### config.mk
export PLATFORM = sky130hd
export DESIGN_NAME = ppi_triport
export DESIGN_NICKNAME = d
export VERILOG_FILES = /design/src/rtl/ppi_pkg.sv /design/src/rtl/ppi_strobe.sv /design/src/rtl/ppi_regs.sv /design/src/rtl/ppi_triport.sv
export SDC_FILE = /design/constraint.sdc
export NUM_CORES = 1
export LEC_CHECK = 0
export BUFFER_PORTS_ARGS = -buffer_cell sky130_fd_sc_hd__buf_2
export CORE_MARGIN = 2
export CORE_UTILIZATION = 50
export DETAILED_ROUTE_END_ITERATION = 12
export HOLD_SLACK_MARGIN = 0.12
export PLACE_DENSITY = 0.75
export SLEW_MARGIN = 20
export SYNTH_ARGS = -nofsm -noshare
export SYNTH_HDL_FRONTEND = slang
export SYNTH_SLANG_ARGS = --single-unit
### constraint.sdc
create_clock -name clk -period 2.3 [get_ports clk]
set_input_delay 0.23 -clock clk [delete_from_list [all_inputs] [get_ports clk]]
set_output_delay 0.23 -clock clk [all_outputs]
set_load 0.005 [all_outputs]
### src/rtl/ppi_pkg.sv
package ppi_pkg;
  localparam int PW = 8;
  localparam int NW = PW / 2;
  localparam int BW = $clog2(PW);
  localparam logic [PW-1:0] RESET_CW = 8'h9B;
  localparam int CW_FLAG = 7;
  localparam int CW_A_IN = 4;
  localparam int CW_CU_IN = 3;
  localparam int CW_B_IN = 1;
  localparam int CW_CL_IN = 0;

  typedef enum logic [1:0] {SEL_A = 2'd0, SEL_B = 2'd1, SEL_C = 2'd2, SEL_CW = 2'd3} sel_e;

  // Mask of port C bits that keep their latch on a mode write (input nibbles)
  function automatic logic [PW-1:0] pc_keep(input logic [PW-1:0] cw);
    return {{NW{cw[CW_CU_IN]}}, {NW{cw[CW_CL_IN]}}};
  endfunction

  function automatic logic [PW-1:0] field_oe(input logic in_bit);
    return in_bit ? '0 : '1;
  endfunction

  function automatic logic [PW-1:0] read_mux(
      input sel_e sel, input logic [PW-1:0] cw,
      input logic [PW-1:0] pa_q, input logic [PW-1:0] pa_view,
      input logic [PW-1:0] pb_q, input logic [PW-1:0] pb_pin,
      input logic [PW-1:0] pc_q, input logic [PW-1:0] pc_pin);
    logic [PW-1:0] r;
    logic [PW-1:0] m;
    case (sel)
      SEL_A: r = cw[CW_A_IN] ? pa_view : pa_q;
      SEL_B: r = cw[CW_B_IN] ? pb_pin : pb_q;
      SEL_C: begin
        m = pc_keep(cw);
        r = (pc_pin & m) | (pc_q & ~m);
      end
      default: r = cw | (PW'(1) << CW_FLAG);
    endcase
    return r;
  endfunction
endpackage

### src/rtl/ppi_strobe.sv
module ppi_strobe
  import ppi_pkg::*;
(
  input  logic          clk,
  input  logic          rst,
  input  logic          cs_n,
  input  logic          rd_n,
  input  logic          wr_n,
  input  logic [1:0]    addr,
  input  logic [PW-1:0] din,
  output logic          rd_act,
  output logic          rd_first,
  output logic          wr_commit,
  output sel_e          wr_sel,
  output logic [PW-1:0] wr_data
);
  logic rd_q, wr_q, wr_act;

  assign rd_act = !cs_n && !rd_n;
  assign wr_act = !cs_n && !wr_n;

  always_ff @(posedge clk) begin
    if (rst) begin
      rd_q    <= 1'b0;
      wr_q    <= 1'b0;
      wr_sel  <= SEL_A;
      wr_data <= '0;
    end else begin
      rd_q <= rd_act;
      wr_q <= wr_act;
      if (wr_act) begin
        wr_sel  <= sel_e'(addr);
        wr_data <= din;
      end
    end
  end

  assign rd_first  = rd_act && !rd_q;
  assign wr_commit = wr_q && !wr_act;

  // one release gives exactly one commit pulse
  p_commit_single_r4: assert property (@(posedge clk) disable iff (rst)
    wr_commit |=> !wr_commit);
endmodule

### src/rtl/ppi_regs.sv
module ppi_regs
  import ppi_pkg::*;
(
  input  logic          clk,
  input  logic          rst,
  input  logic          wr_commit,
  input  sel_e          wr_sel,
  input  logic [PW-1:0] wr_data,
  input  logic          pa_cap,
  input  logic [PW-1:0] pa_in,
  output logic [PW-1:0] cw_q,
  output logic [PW-1:0] pa_q,
  output logic [PW-1:0] pb_q,
  output logic [PW-1:0] pc_q,
  output logic [PW-1:0] pa_hold,
  output logic          mode_evt,
  output logic          bsr_evt
);
  logic cw_sel;
  logic [BW-1:0] bsr_idx;

  assign cw_sel   = wr_commit && (wr_sel == SEL_CW);
  assign mode_evt = cw_sel && wr_data[CW_FLAG];
  assign bsr_evt  = cw_sel && !wr_data[CW_FLAG];
  assign bsr_idx  = wr_data[BW:1];

  always_ff @(posedge clk) begin
    if (rst) begin
      cw_q    <= RESET_CW;
      pa_q    <= '0;
      pb_q    <= '0;
      pc_q    <= '0;
      pa_hold <= '0;
    end else begin
      if (pa_cap) pa_hold <= pa_in;
      if (wr_commit) begin
        case (wr_sel)
          SEL_A: pa_q <= wr_data;
          SEL_B: pb_q <= wr_data;
          SEL_C: pc_q <= wr_data;
          default: begin
            if (mode_evt) begin
              cw_q <= wr_data;
              if (!wr_data[CW_A_IN]) pa_q <= '0;
              if (!wr_data[CW_B_IN]) pb_q <= '0;
              pc_q <= pc_q & pc_keep(wr_data);
            end else begin
              pc_q[bsr_idx] <= wr_data[0];
            end
          end
        endcase
      end
    end
  end

  // the stored configuration always carries the mode flag
  p_cw_flag_r5: assert property (@(posedge clk) disable iff (rst) cw_q[CW_FLAG]);
  // a single-bit write leaves the configuration alone
  p_bsr_keeps_cw_r10: assert property (@(posedge clk) disable iff (rst)
    bsr_evt |=> $stable(cw_q));
  // a mode word making port A an output leaves its latch at zero
  p_mode_clears_a_r6: assert property (@(posedge clk) disable iff (rst)
    (mode_evt && !wr_data[CW_A_IN]) |=> (pa_q == '0));
  // the port A capture register moves only on a capture event
  p_pa_hold_r8: assert property (@(posedge clk) disable iff (rst)
    !pa_cap |=> $stable(pa_hold));
endmodule

### src/rtl/ppi_triport.sv
module ppi_triport
  import ppi_pkg::*;
(
  input  logic          clk,
  input  logic          rst,
  input  logic          cs_n,
  input  logic          rd_n,
  input  logic          wr_n,
  input  logic [1:0]    addr,
  input  logic [PW-1:0] bus_in,
  output logic [PW-1:0] bus_out,
  output logic          bus_oe,
  input  logic [PW-1:0] pa_in,
  output logic [PW-1:0] pa_out,
  output logic [PW-1:0] pa_oe,
  input  logic [PW-1:0] pb_in,
  output logic [PW-1:0] pb_out,
  output logic [PW-1:0] pb_oe,
  input  logic [PW-1:0] pc_in,
  output logic [PW-1:0] pc_out,
  output logic [PW-1:0] pc_oe
);
  logic          rd_act, rd_first, wr_commit, pa_cap, mode_evt, bsr_evt;
  sel_e          wr_sel, rd_sel;
  logic [PW-1:0] wr_data, cw_q, pa_q, pb_q, pc_q, pa_hold, pa_view;

  ppi_strobe u_strobe (
    .clk(clk), .rst(rst), .cs_n(cs_n), .rd_n(rd_n), .wr_n(wr_n),
    .addr(addr), .din(bus_in), .rd_act(rd_act), .rd_first(rd_first),
    .wr_commit(wr_commit), .wr_sel(wr_sel), .wr_data(wr_data)
  );

  assign rd_sel = sel_e'(addr);
  assign pa_cap = rd_first && (rd_sel == SEL_A);

  ppi_regs u_regs (
    .clk(clk), .rst(rst), .wr_commit(wr_commit), .wr_sel(wr_sel),
    .wr_data(wr_data), .pa_cap(pa_cap), .pa_in(pa_in), .cw_q(cw_q),
    .pa_q(pa_q), .pb_q(pb_q), .pc_q(pc_q), .pa_hold(pa_hold),
    .mode_evt(mode_evt), .bsr_evt(bsr_evt)
  );

  // In the capture cycle the pins pass straight through; afterwards the held copy
  assign pa_view = pa_cap ? pa_in : pa_hold;
  assign bus_oe  = rd_act;
  assign bus_out = rd_act ? read_mux(rd_sel, cw_q, pa_q, pa_view, pb_q, pb_in, pc_q, pc_in) : '0;

  assign pa_out = pa_q;
  assign pb_out = pb_q;
  assign pc_out = pc_q;
  assign pa_oe  = field_oe(cw_q[CW_A_IN]);
  assign pb_oe  = field_oe(cw_q[CW_B_IN]);

  for (genvar g = 0; g < 2; g++) begin : g_pc_nib
    localparam int DIRB = (g == 0) ? CW_CL_IN : CW_CU_IN;
    assign pc_oe[g*NW +: NW] = cw_q[DIRB] ? '0 : '1;
  end

  // the bus is quiet unless selected and read
  p_bus_quiet_r3: assert property (@(posedge clk) disable iff (rst)
    (cs_n || rd_n) |-> (!bus_oe && bus_out == '0));
  // after a mode word, port A drive follows its direction bit
  p_pa_dir_r7: assert property (@(posedge clk) disable iff (rst)
    mode_evt |=> ((pa_oe == '0) == $past(wr_data[CW_A_IN])));
  // after a mode word, the upper C nibble drive follows its direction bit
  p_pcu_dir_r7: assert property (@(posedge clk) disable iff (rst)
    mode_evt |=> ((pc_oe[PW-1:NW] == '0) == $past(wr_data[CW_CU_IN])));
endmodule

**Yosys cells after proc, flatten, opt, wreduce, memory -nomap -nowiden**

Index checks and enable logic that the tools add are counted.

- $lt $le $gt $ge: 2
- Equal/unequal tests: 7
- Muxes and demuxes: 20
- Bitwise operators: 9
- Reduce and logical (&&, ||, !) cells: 25

Operator list:

| operator | count |
|---|---|
| $mux W8 | 11 |
| $pmux W8 S2 | 3 |
| $and A8 B8 Y8 | 3 |
| $pmux W8 S3 | 1 |
| $bwmux W8 | 1 |
| $logic_and A1 B1 Y1 | 8 |
| $mux W4 | 2 |
| $not A8 Y8 | 1 |
| $or A8 B8 Y8 | 1 |
| $reduce_and A4 Y1 | 2 |
| $eq A2 B2 Y1 const B | 3 |
| $reduce_or A2 Y1 | 3 |
| $logic_not A1 Y1 | 5 |
| $eq A2 B1 Y1 const B | 2 |
| $logic_not A2 Y1 | 2 |
| $lt A3 B4 Y1 const B | 1 |
| $ne A2 B1 Y1 const B | 2 |
| $not A1 Y1 | 4 |
| $reduce_bool A2 Y1 | 2 |
| $demux W1 S3 | 1 |
| $ge A3 B1 Y1 const B | 1 |
| $reduce_and A3 Y1 | 1 |
| $reduce_or A3 Y1 | 1 |
| $reduce_and A2 Y1 | 1 |
| $mux W1 | 1 |

- Register bits after elaboration: 51
- Input port bits: 39
- Output and inout bits: 57

**Logic depth before layout (Yosys ltp)**

Gate-level depths: netlist of run 1.

- Word-level depth: 8
- Mapped depth: 7
- Mapped depth without buffers: 6

**Modules after synthesis**

From an unflattened synthesis of run 1, not the netlist that was laid out.

- Cell total of the unflattened synthesis: 355
- Area, all modules: 3,055.4 um2

Modules (own cells, without submodules):

| module | times used | cells each | area each (um2) |
|---|---|---|---|
| ppi_regs | 1 | 198 | 1,774.2 |
| ppi_triport | 1 | 105 | 799.5 |
| ppi_strobe | 1 | 52 | 481.7 |

**Least setup slack after synthesis of run 1**

OpenSTA, ideal clock, no wires.

- Path type: flip-flop to flip-flop
- Start: register u_strobe.wr_sel[0]
- End: register u_regs.pc_q[6]
- Library setup time: 92 ps
- Data arrival time: 1,636 ps
- Required time: 2,208 ps
- Setup slack: 572 ps
- Cell stages (with the launch flop): 7
- Path buffers: 0
- Period minus slack after synthesis: 1,728 ps
- Cell sequence: dfxtp_1 > inv_1 > ha_1 > nor2_1 > nand2_2 > or3_1 > o32ai_1

- Word-level cells in the longest chain between the ends: 5

Ends and longest elaborated chain:

| what | line | RTL |
|---|---|---|
| from (decl) | ppi_strobe.sv:14 | `output sel_e wr_sel,` |
| from (signal assigned) | ppi_strobe.sv:32 | `wr_sel <= sel_e'(addr);` |
| $eq A2 B2 Y1 | ppi_regs.sv:22 | `assign cw_sel = wr_commit && (wr_sel == SEL_CW);` |
| $logic_and A1 B1 Y1 | ppi_regs.sv:22 |  |
| $logic_and A1 B1 Y1 | ppi_regs.sv:23 | `assign mode_evt = cw_sel && wr_data[CW_FLAG];` |
| $mux W8 | ppi_regs.sv:42 | `if (mode_evt) begin` |
| $pmux W8 S2 | ppi_regs.sv:37 | `case (wr_sel)` |
| to (signal assigned) | ppi_regs.sv:40 | `SEL_C: pc_q <= wr_data;` |
| to (signal assigned) | ppi_regs.sv:46 | `pc_q <= pc_q & pc_keep(wr_data);` |
| to (signal, indexed assignment) | ppi_regs.sv:48 | `pc_q[bsr_idx] <= wr_data[0];` |
| to (decl) | ppi_regs.sv:14 | `output logic [PW-1:0] pc_q,` |

Parallel ways exist; a longest one is shown, timed or not.
A chain may end at the register's enable or synchronous reset.

**Worst setup path in the final report of run 1**

- Start: register u_regs.cw_q[1]
- End: output bus_out[4]

- Word-level cells in the longest chain between the ends: 3

Ends and longest elaborated chain:

| what | line | RTL |
|---|---|---|
| from (decl) | ppi_regs.sv:11 | `output logic [PW-1:0] cw_q,` |
| from (signal assigned) | ppi_regs.sv:43 | `cw_q <= wr_data;` |
| $mux W8 | ppi_pkg.sv:32 | `SEL_B: r = cw[CW_B_IN] ? pb_pin : pb_q;` |
| $pmux W8 S3 | ppi_pkg.sv:30 | `case (sel)` |
| $mux W8 | ppi_triport.sv:46 | `assign bus_out = rd_act ? read_mux(rd_sel, cw_q, pa_q, pa_view, pb_q, pb_in, pc_q, pc_in) : '0;` |
| to (decl) | ppi_triport.sv:11 | `output logic [PW-1:0] bus_out,` |

Every way passes these cells.

==> results.json, run 1 <==
{
  "status": "complete, no violations",
  "fin_nets": 449,
  "dr_wl_met3_um": 637,
  "synth.top_cell.area_share": 0.3513,
  "dp_hpwl_um": 5884,
  "grt_max_degree": 37,
  "dp_cells": 470,
  "setup_slack_ns": 0.2121,
  "vdd_drop_max_mv": 0.2937,
  "synthAdderAreaFrac": 0.02152,
  "vias": 2782,
  "critical_path_class": "register to primary output",
  "fin_skew_ns": 0.007473,
  "maxCapViolations": 0,
  "critPathRequiredTime_ns": 2.07,
  "cts_buffers": 5,
  "grt_overflow_total": 0,
  "synthTopCellsByArea": "dfxtp_1, mux2i_1, buf_4",
  "postCtsHoldBufs": 0,
  "netSwitchingPower_mw": 0.4426,
  "combPwrFrac": 0.128,
  "switching_share": 0.2638,
  "path_clk_slew_ns": 0.09,
  "first_iter_violations": 338,
  "synth_xor_area_frac": 0,
  "synth_simple_gate_area_frac": 0.1610,
  "wirelength_met1_um": 3573,
  "post_cts_buffers": 0,
  "worstPathArrival_ns": 1.86,
  "top_layer_used": "met4",
  "grt_pass1_wl_um": 12540,
  "firstDrtPassIters": 4,
  "timing.final.crit_share": 0.9078,
  "drive_above_1_share": 0.3005,
  "seq_power_share": 0.549,
  "dieWidth_um": 80.25,
  "yosysTopAreaCell": "dfxtp_1",
  "drtAntennaViolNets": 0,
  "yosys_most_used_dff": "dfxtp_1",
  "numPortBuffers": 95,
  "clock_power_share": 0.323,
  "cts_sinks": 51,
  "clockBufferDepth": 2,
  "ctsHtreeMaxLevel": 2,
  "clk_latency_ns": 0.30,
  "synth-compound-area-share": 0.2381,
  "utilization": 0.6061,
  "synth_cells": 338,
  "antenna_found_initial": 0,
  "synth-edff-count": 0,
  "wl_met2_um": 3692,
  "cts-root-buf": "clkbuf_8",
  "synth_warnings": 0,
  "p_per_area_nw_per_um2": 496.7,
  "drc": 0,
  "crit_path_start_kind": "register",
  "worst_pin_slew_ns": 0.7790,
  "min_path_cells": 3,
  "final_cell_area_um2": 3378,
  "synth.distinct_cells": 50,
  "dpl_cell_area_um2": 3282,
  "max_freq_mhz": 479.0,
  "wl_per_cell_um": 16.78,
  "crit_fanout": 6,
  "min-delay-path-class": "primary input to register",
  "place.gp.congestion": 0.9145,
  "rsz0062_at_grt": "no",
  "antenna_cells": 0,
  "vias_per_cell": 5.820,
  "area_growth_pct": 16.23,
  "setup_viol": 0,
  "grt_pass1_vias": 2441,
  "endpoint_kind": "primary output",
  "grt.total_usage": 0.2537,
  "async_reset_ff_frac": 0,
  "rows": 27,
  "initial_core_util": 0.5214,
  "ys_seq_area_frac": 0.3513,
  "timing.slew.headroom": 0.4766,
  "wirelength_um": 8021,
  "core_um2": 5574,
  "syn_area_per_cell_um2": 8.599,
  "synth_area_um2": 2907,
  "fin_crit_ns": 2.088,
  "die_h_um": 80.25,
  "leakage_nw": 1.613,
  "cts_tree": "yes",
  "die-area_um2": 6439,
  "slew_viol_final": 0,
  "final-hold-violation-count": 0,
  "io_pins": 96,
  "synth_fp_nets": 382,
  "synth_top_family_by_area": "compound AO/OA/AOI/OAI gates",
  "holdWs_ns": 0.1490,
  "final_cells": 478,
  "tns_ns": 0,
  "worst_r2r_path_depth": 6,
  "yosys_register_bits": 51,
  "synth_mux_area_frac": 0.1266,
  "internal_power_mw": 1.235,
  "total_power_mw": 1.678,
  "dp_slack_ns": 0.3766
}
==> flip-flops by register name, indices dropped and copies added, names as in the netlist <==
name,cells
u_regs.pb_q,8
u_strobe.wr_data,8
u_regs.cw_q,7
u_strobe.wr_q,1
u_strobe.rd_q,1
u_strobe.wr_sel,2
u_regs.pa_hold,8
u_regs.pc_q,8
u_regs.pa_q,8
==> timing repair <==
action	CTS	global route
setup endpoints to repair	0	1
hold endpoints to repair	0	0
resized for setup	0	1
==> final cells by class <==
class | count | area [um^2]
clock inverters | 1 | 8.758
fillers | 538 | 2196
inverters | 14 | 52.55
repair buffers | 102 | 528.0
well taps | 72 | 90.09
multi-input cells | 231 | 1590
flip-flops and latches | 51 | 1022
clock buffers | 7 | 86.33
==> Yosys cell counts (5+ instances only) <==
cell type  instances
dfxtp_1           51
nand2_1           37
mux2i_1           30
a21oi_1           25
nor2_1            24
buf_4             20
a22o_1            16
inv_1             14
clkbuf_1          12
o211ai_1           9
a211oi_1           8
buf_2              8
nor3b_1            7
ha_1               5
o21ai_0            5
o32ai_1            5
==> final timing paths <==
path | endpoint | slack [ns] | start
setup reg to reg | u_regs.pc_q[6] | 0.32 | u_strobe.wr_sel[0]
hold reg to reg | u_regs.pc_q[6] | 0.49 | u_regs.pc_q[6]
hold / removal | u_strobe.wr_data[5] | 0.15 | bus_in[5]
setup / recovery | bus_out[4] | 0.21 | u_regs.cw_q[1]
==> worst max-delay path: stages (launching register included) <==
cell	delay, ns
dfxtp_1	0.49
buf_4	0.22
mux2_2	0.35
a211oi_1	0.24
o32ai_1	0.10
buf_2	0.15
==> logic make-up after synthesis <==
family / Yosys count
AO/OA/AOI/OAI: 97
adder cells (fa/ha/maj): 5
buffers and inverters: 56
flip-flops: 51
multiplexers: 35
AND/OR/NAND/NOR: 94
==> routing by layer <==
| metal | vias up | track usage |
|---|---|---|
| met4 | 0 | 0.07966 |
| met1 | 1297 | 0.3558 |
| met5 | - | 0 |
| met2 | 132 | 0.4000 |
| li1 | 1342 | - |
| met3 | 11 | 0.03820 |
==> power groups by stage <==
stage | registers (mW) | clock network [mW] | logic, mW
detailed placement | 0.941 | 0 | 0.212
CTS | 0.921 | 0.549 | 0.213
finish | 0.922 | 0.542 | 0.214
global route | 0.924 | 0.584 | 0.237
global placement | 0.941 | 0 | 0.209
floorplan | 0.926 | 0 | 0.142
==> cells in the final DEF, fill, tap and decap left out, types with 3 or more instances in the layout <==
cell,instances
buf_2,95
dfxtp_1,50
nand2_1,37
mux2i_1,30
a21oi_1,25
nor2_1,24
a22o_1,16
inv_1,14
o211ai_1,9
a211oi_1,8
nor3b_1,7
buf_4,7
clkbuf_8,6
o21ai_0,5
o32ai_1,5
ha_1,5
mux2_2,4
o22ai_1,4
nor2b_1,4
nand2b_1,4
a21o_1,3
a31oi_1,3
nor3_1,3
(Power assumes the default switching activity.)
==> run 2, diff against run 1 <==
--- a/config.mk
+++ b/config.mk
@@ -11,6 +11,7 @@
 export DETAILED_ROUTE_END_ITERATION = 12
 export HOLD_SLACK_MARGIN = 0.12
 export PLACE_DENSITY = 0.75
+export SETUP_SLACK_MARGIN = 0.3
 export SLEW_MARGIN = 20
 export SYNTH_ARGS = -nofsm -noshare
 export SYNTH_HDL_FRONTEND = slang
==> results.json, run 2 (synthesis gave the netlist of run 1 again) <==
{
  "drive_above_1_share": 0.3227,
  "place.gp.congestion": 0.9145,
  "wirelength_um": 8031,
  "antenna_found_initial": 0,
  "holdWs_ns": 0.1499,
  "path_clk_slew_ns": 0.09,
  "worst_pin_slew_ns": 0.7122,
  "cp_cell_sequence": "mux2i_1, a211oi_2, a211oi_1, a211oi_1, buf_2",
  "total_power_mw": 1.674,
  "die_h_um": 80.25,
  "worstPathArrival_ns": 1.73,
  "drc": 0,
  "grt_pass1_wl_um": 12540,
  "cts_sinks": 51,
  "nFillCells": 530,
  "vias": 2797,
  "slowest_delay_ns": 0.52,
  "rsz0062_at_grt": "yes",
  "fin_nets": 449,
  "fin_crit_ns": 1.964,
  "utilization": 0.6123,
  "timing.slew.headroom": 0.5216,
  "maxCapViolations": 0,
  "drtAntennaViolNets": 0,
  "timing.final.crit_share": 0.8537,
  "clockBufferDepth": 2,
  "grt_overflow_total": 0,
  "initial_core_util": 0.5214,
  "slew_viol_final": 0,
  "ctsHtreeMaxLevel": 2,
  "fin_skew_ns": 0.01030,
  "leakage_nw": 1.627,
  "vdd_drop_max_mv": 0.2898,
  "postCtsHoldBufs": 0,
  "core_um2": 5574,
  "tns_ns": 0,
  "grt_pass1_vias": 2441,
  "final-hold-violation-count": 0,
  "cpMostUsedCell": "a211oi_1",
  "die-area_um2": 6439,
  "p_per_area_nw_per_um2": 490.5,
  "wl_per_cell_um": 16.80,
  "critPathRequiredTime_ns": 2.07,
  "cts_buffers": 5,
  "vias_per_cell": 5.851,
  "io_pins": 96,
  "cts-root-buf": "clkbuf_8",
  "area_growth_pct": 17.43,
  "cp_slowest_cell": "dfxtp_2",
  "layout.cells.most_common": "buf_2",
  "min-delay-path-class": "primary input to register",
  "rows": 27,
  "first_iter_violations": 290,
  "dieWidth_um": 80.25,
  "antenna_cells": 0,
  "crit_path_start_kind": "register",
  "status": "complete, no violations",
  "setup_viol": 0,
  "cts_tree": "yes",
  "numPortBuffers": 95,
  "endpoint_kind": "primary output",
  "grt.total_usage": 0.2537,
  "critical_path_class": "register to primary output",
  "max_freq_mhz": 509.3,
  "firstDrtPassIters": 6,
  "grt_max_degree": 37,
  "dp_hpwl_um": 5884,
  "clk_latency_ns": 0.30,
  "layout_common_cells": "buf_2, dfxtp_1, nand2_1",
  "crit_fanout": 9
}
[run 2: metal layers]
metal / vias up / routed length (um) / track usage
met4: 0 / 121 / 0.07966
li1: 1343 / - / -
met3: 10 / 512 / 0.03820
met1: 1312 / 3686 / 0.3558
met2: 132 / 3711 / 0.4000
met5: - / 0 / 0
[run 2: critical path: cells and delay by family, from the launching register on]
kind,cells,cell delay (ns)
mux,1,0.15
buf+inv,1,0.15
compound gates,3,0.61
flops,1,0.52
[run 2: timing repair]
item / CTS / global route
setup endpoints to repair: 4 / 16
setup buffers: 0 / 0
gates resized for setup: 2 / 10
[run 2: path summary, 6_finish.rpt]
check | to | slack [ns] | cells past startpoint | startpoint
worst max-delay path | bus_out[7] | 0.34 | 5 | u_strobe.rd_q
worst min-delay path | u_strobe.wr_data[5] | 0.15 | 3 | bus_in[5]
worst max register to register | u_regs.pc_q[6] | 0.44 | 6 | u_strobe.wr_sel[1]
worst min register to register | u_regs.pc_q[6] | 0.49 | 2 | u_regs.pc_q[6]
[run 2: metrics by stage]
stage | instances | instance area [um^2] | worst slack (ns)
after global routing | 478 | 3413 | 0.1946
after floorplan | 338 | 2907 | 0.5718
final | 478 | 3413 | 0.3365
after CTS | 478 | 3379 | 0.2508
after global placement | 470 | 3282 | 0.4150
after detailed placement | 470 | 3282 | 0.3766
[run 2: cell type report]
type,instances,area (um^2),share of cell area
Sequential cell,51,1028,0.3013
Multi-Input combinational cell,231,1619,0.4743
Timing Repair Buffer,102,528.0,0.1547
Clock buffer,7,86.33,0.02529
Clock inverter,1,8.758,0.002566
Tap cell,72,90.09,0.02639
Inverter,14,52.55,0.01540
[run 2: power by group]
group | internal, mW | switching, mW
sequential | 0.895 | 0.0253
clock | 0.247 | 0.289
combinational | 0.0931 | 0.125
==> run 3, diff against run 2 <==
--- a/config.mk
+++ b/config.mk
@@ -6,11 +6,13 @@
 export NUM_CORES = 1
 export LEC_CHECK = 0
 export BUFFER_PORTS_ARGS = -buffer_cell sky130_fd_sc_hd__buf_2
+export CELL_PAD_IN_SITES_DETAIL_PLACEMENT = 1
+export CELL_PAD_IN_SITES_GLOBAL_PLACEMENT = 2
 export CORE_MARGIN = 2
-export CORE_UTILIZATION = 50
+export CORE_UTILIZATION = 29
 export DETAILED_ROUTE_END_ITERATION = 12
 export HOLD_SLACK_MARGIN = 0.12
-export PLACE_DENSITY = 0.75
+export PLACE_DENSITY = 0.76
 export SETUP_SLACK_MARGIN = 0.3
 export SLEW_MARGIN = 20
 export SYNTH_ARGS = -nofsm -noshare
==> results.json, run 3 (synthesis gave the netlist of run 1 again) <==
{
  "dpl_cell_area_um2": 3373,
  "holdWs_ns": 0.1474,
  "cp_cell_sequence": "buf_4, mux2i_1, mux4_2, o22ai_1, buf_2",
  "timing.slew.headroom": 0.5648,
  "grt_max_degree": 25,
  "slowest_delay_ns": 0.45,
  "fin_nets": 453,
  "clockBufferDepth": 2,
  "top_layer_used": "met4",
  "wl_per_cell_um": 18.31,
  "layout_common_cells": "buf_2, dfxtp_1, nand2_1",
  "r2r_start": "u_strobe.wr_sel[1]",
  "worst_r2r_path_depth": 6,
  "final-hold-violation-count": 0,
  "die_h_um": 104.1,
  "crit_fanout": 6,
  "register_area_um2": 1037,
  "dp_hpwl_um": 7572,
  "vias_per_cell": 5.122,
  "slew_viol_final": 0,
  "core_um2": 9729,
  "min-delay-path-class": "primary input to register",
  "critical_path_class": "register to primary output",
  "worst_pin_slew_ns": 0.6510,
  "maxCapViolations": 0,
  "grt_overflow_total": 0,
  "place.gp.congestion": 0.8243,
  "dieWidth_um": 104.1,
  "fin_crit_ns": 1.930,
  "r2r_slack_ns": 0.44,
  "worst_r2r_endpoint": "u_regs.pc_q[6]",
  "wirelength_um": 9941,
  "multiInputGateArea_um2": 1630,
  "numPortBuffers": 95,
  "path_clk_slew_ns": 0.10,
  "drc": 0,
  "cts_tree": "yes",
  "antenna_found_initial": 0,
  "rows": 36,
  "timing.final.crit_share": 0.8390,
  "crit_path_start_kind": "register",
  "wirelength_met1_um": 4917,
  "first_iter_violations": 115,
  "tns_ns": 0,
  "grt_pass1_vias": 2785,
  "grt.total_usage": 0.1835,
  "grt_pass1_wl_um": 15820,
  "drive_above_1_share": 0.3488,
  "cts_buffers": 5,
  "holdPathEnd": "u_strobe.wr_data[6]",
  "io_pins": 96,
  "firstDrtPassIters": 4,
  "wl_met2_um": 4590,
  "min_path_cells": 3,
  "max_freq_mhz": 518.2,
  "drtAntennaViolNets": 0,
  "nFillCells": 1199,
  "postCtsHoldBufs": 0,
  "fin_skew_ns": 0.01155,
  "dr_wl_met3_um": 346,
  "status": "complete, no violations",
  "area_growth_pct": 23.46,
  "holdCritStartpoint": "bus_in[6]",
  "critPathRequiredTime_ns": 2.07,
  "leakage_nw": 1.638,
  "clk_latency_ns": 0.31,
  "endpoint_kind": "primary output",
  "worstPathArrival_ns": 1.70,
  "vias": 2781,
  "cts_sinks": 51,
  "cp_slowest_cell": "mux4_2",
  "layout.cells.most_common": "buf_2",
  "die-area_um2": 10840,
  "rsz0062_at_grt": "yes",
  "vdd_drop_max_mv": 0.2326,
  "initial_core_util": 0.2987,
  "final_cell_area_um2": 3588,
  "setup_viol": 0,
  "antenna_cells": 0,
  "ctsHtreeMaxLevel": 2,
  "cts-root-buf": "clkbuf_8",
  "p_per_area_nw_per_um2": 533.0
}
[run 3: changes by cell type in the layout (fill, tap and decap cells not counted), sizes merged]
cell,before,now
bufinv,0,2
clkinv,1,0
clkinvlp,0,1
buf,102,106
clkbuf,7,5
[run 3: final cells by class]
cell class,count,share of cell area
clock buffers,5,0.01918
clock inverters,3,0.01987
inverters,14,0.01569
multi-input cells,231,0.4543
flip-flops and latches,51,0.2891
well taps,133,0.04637
repair buffers,106,0.1555
[run 3: stage by stage]
stage,instances,total power [mW],utilization,setup WS [ns]
floorplan,338,1.067,-,0.5718
global placement,533,1.167,0.3467,0.3327
detailed placement,533,1.169,0.3467,0.1988
CTS,541,1.933,0.3638,0.3010
global route,543,1.998,0.3688,0.2819
finish,543,1.913,0.3688,0.3703
[run 3: worst max-delay path by stage]
stage / startpoint / endpoint / slack (ns) / cells after the start
after detailed placement: u_strobe.wr_sel[0] / u_regs.pb_q[6] / 0.20 / 6
after CTS: u_regs.cw_q[4] / bus_out[2] / 0.30 / 5
after floorplan: u_strobe.wr_sel[0] / u_regs.pc_q[6] / 0.57 / 6
after global placement: u_strobe.wr_sel[0] / u_regs.pb_q[6] / 0.33 / 6
final: u_regs.cw_q[1] / bus_out[2] / 0.37 / 5
after global routing: u_regs.cw_q[1] / bus_out[2] / 0.28 / 5
[run 3: critical path, delay by kind of cell, from the launching register on]
family / cells / cell delay [ns]
buf+inv: 2 / 0.31
mux: 2 / 0.56
compound gates: 1 / 0.14
flops: 1 / 0.38
[run 3: per-layer routing]
metal  vias to the layer above  GRT usage
met2                        68     0.3045
met4                         0    0.03764
li1                       1349          -
met3                         6    0.02820
met1                      1358     0.2529
met5                         -          0
[run 3: timing repair]
action                                  in CTS  in global routing
setup buffers                                0                  2
hold endpoints to repair                     0                  0
resized for setup                           11                 10
endpoints found under the setup margin      17                 22
[run 3: where the power goes]
| part | switching, mW | internal, mW |
|---|---|---|
| logic | 0.137 | 0.0974 |
| clock network | 0.319 | 0.442 |
| registers | 0.0233 | 0.894 |
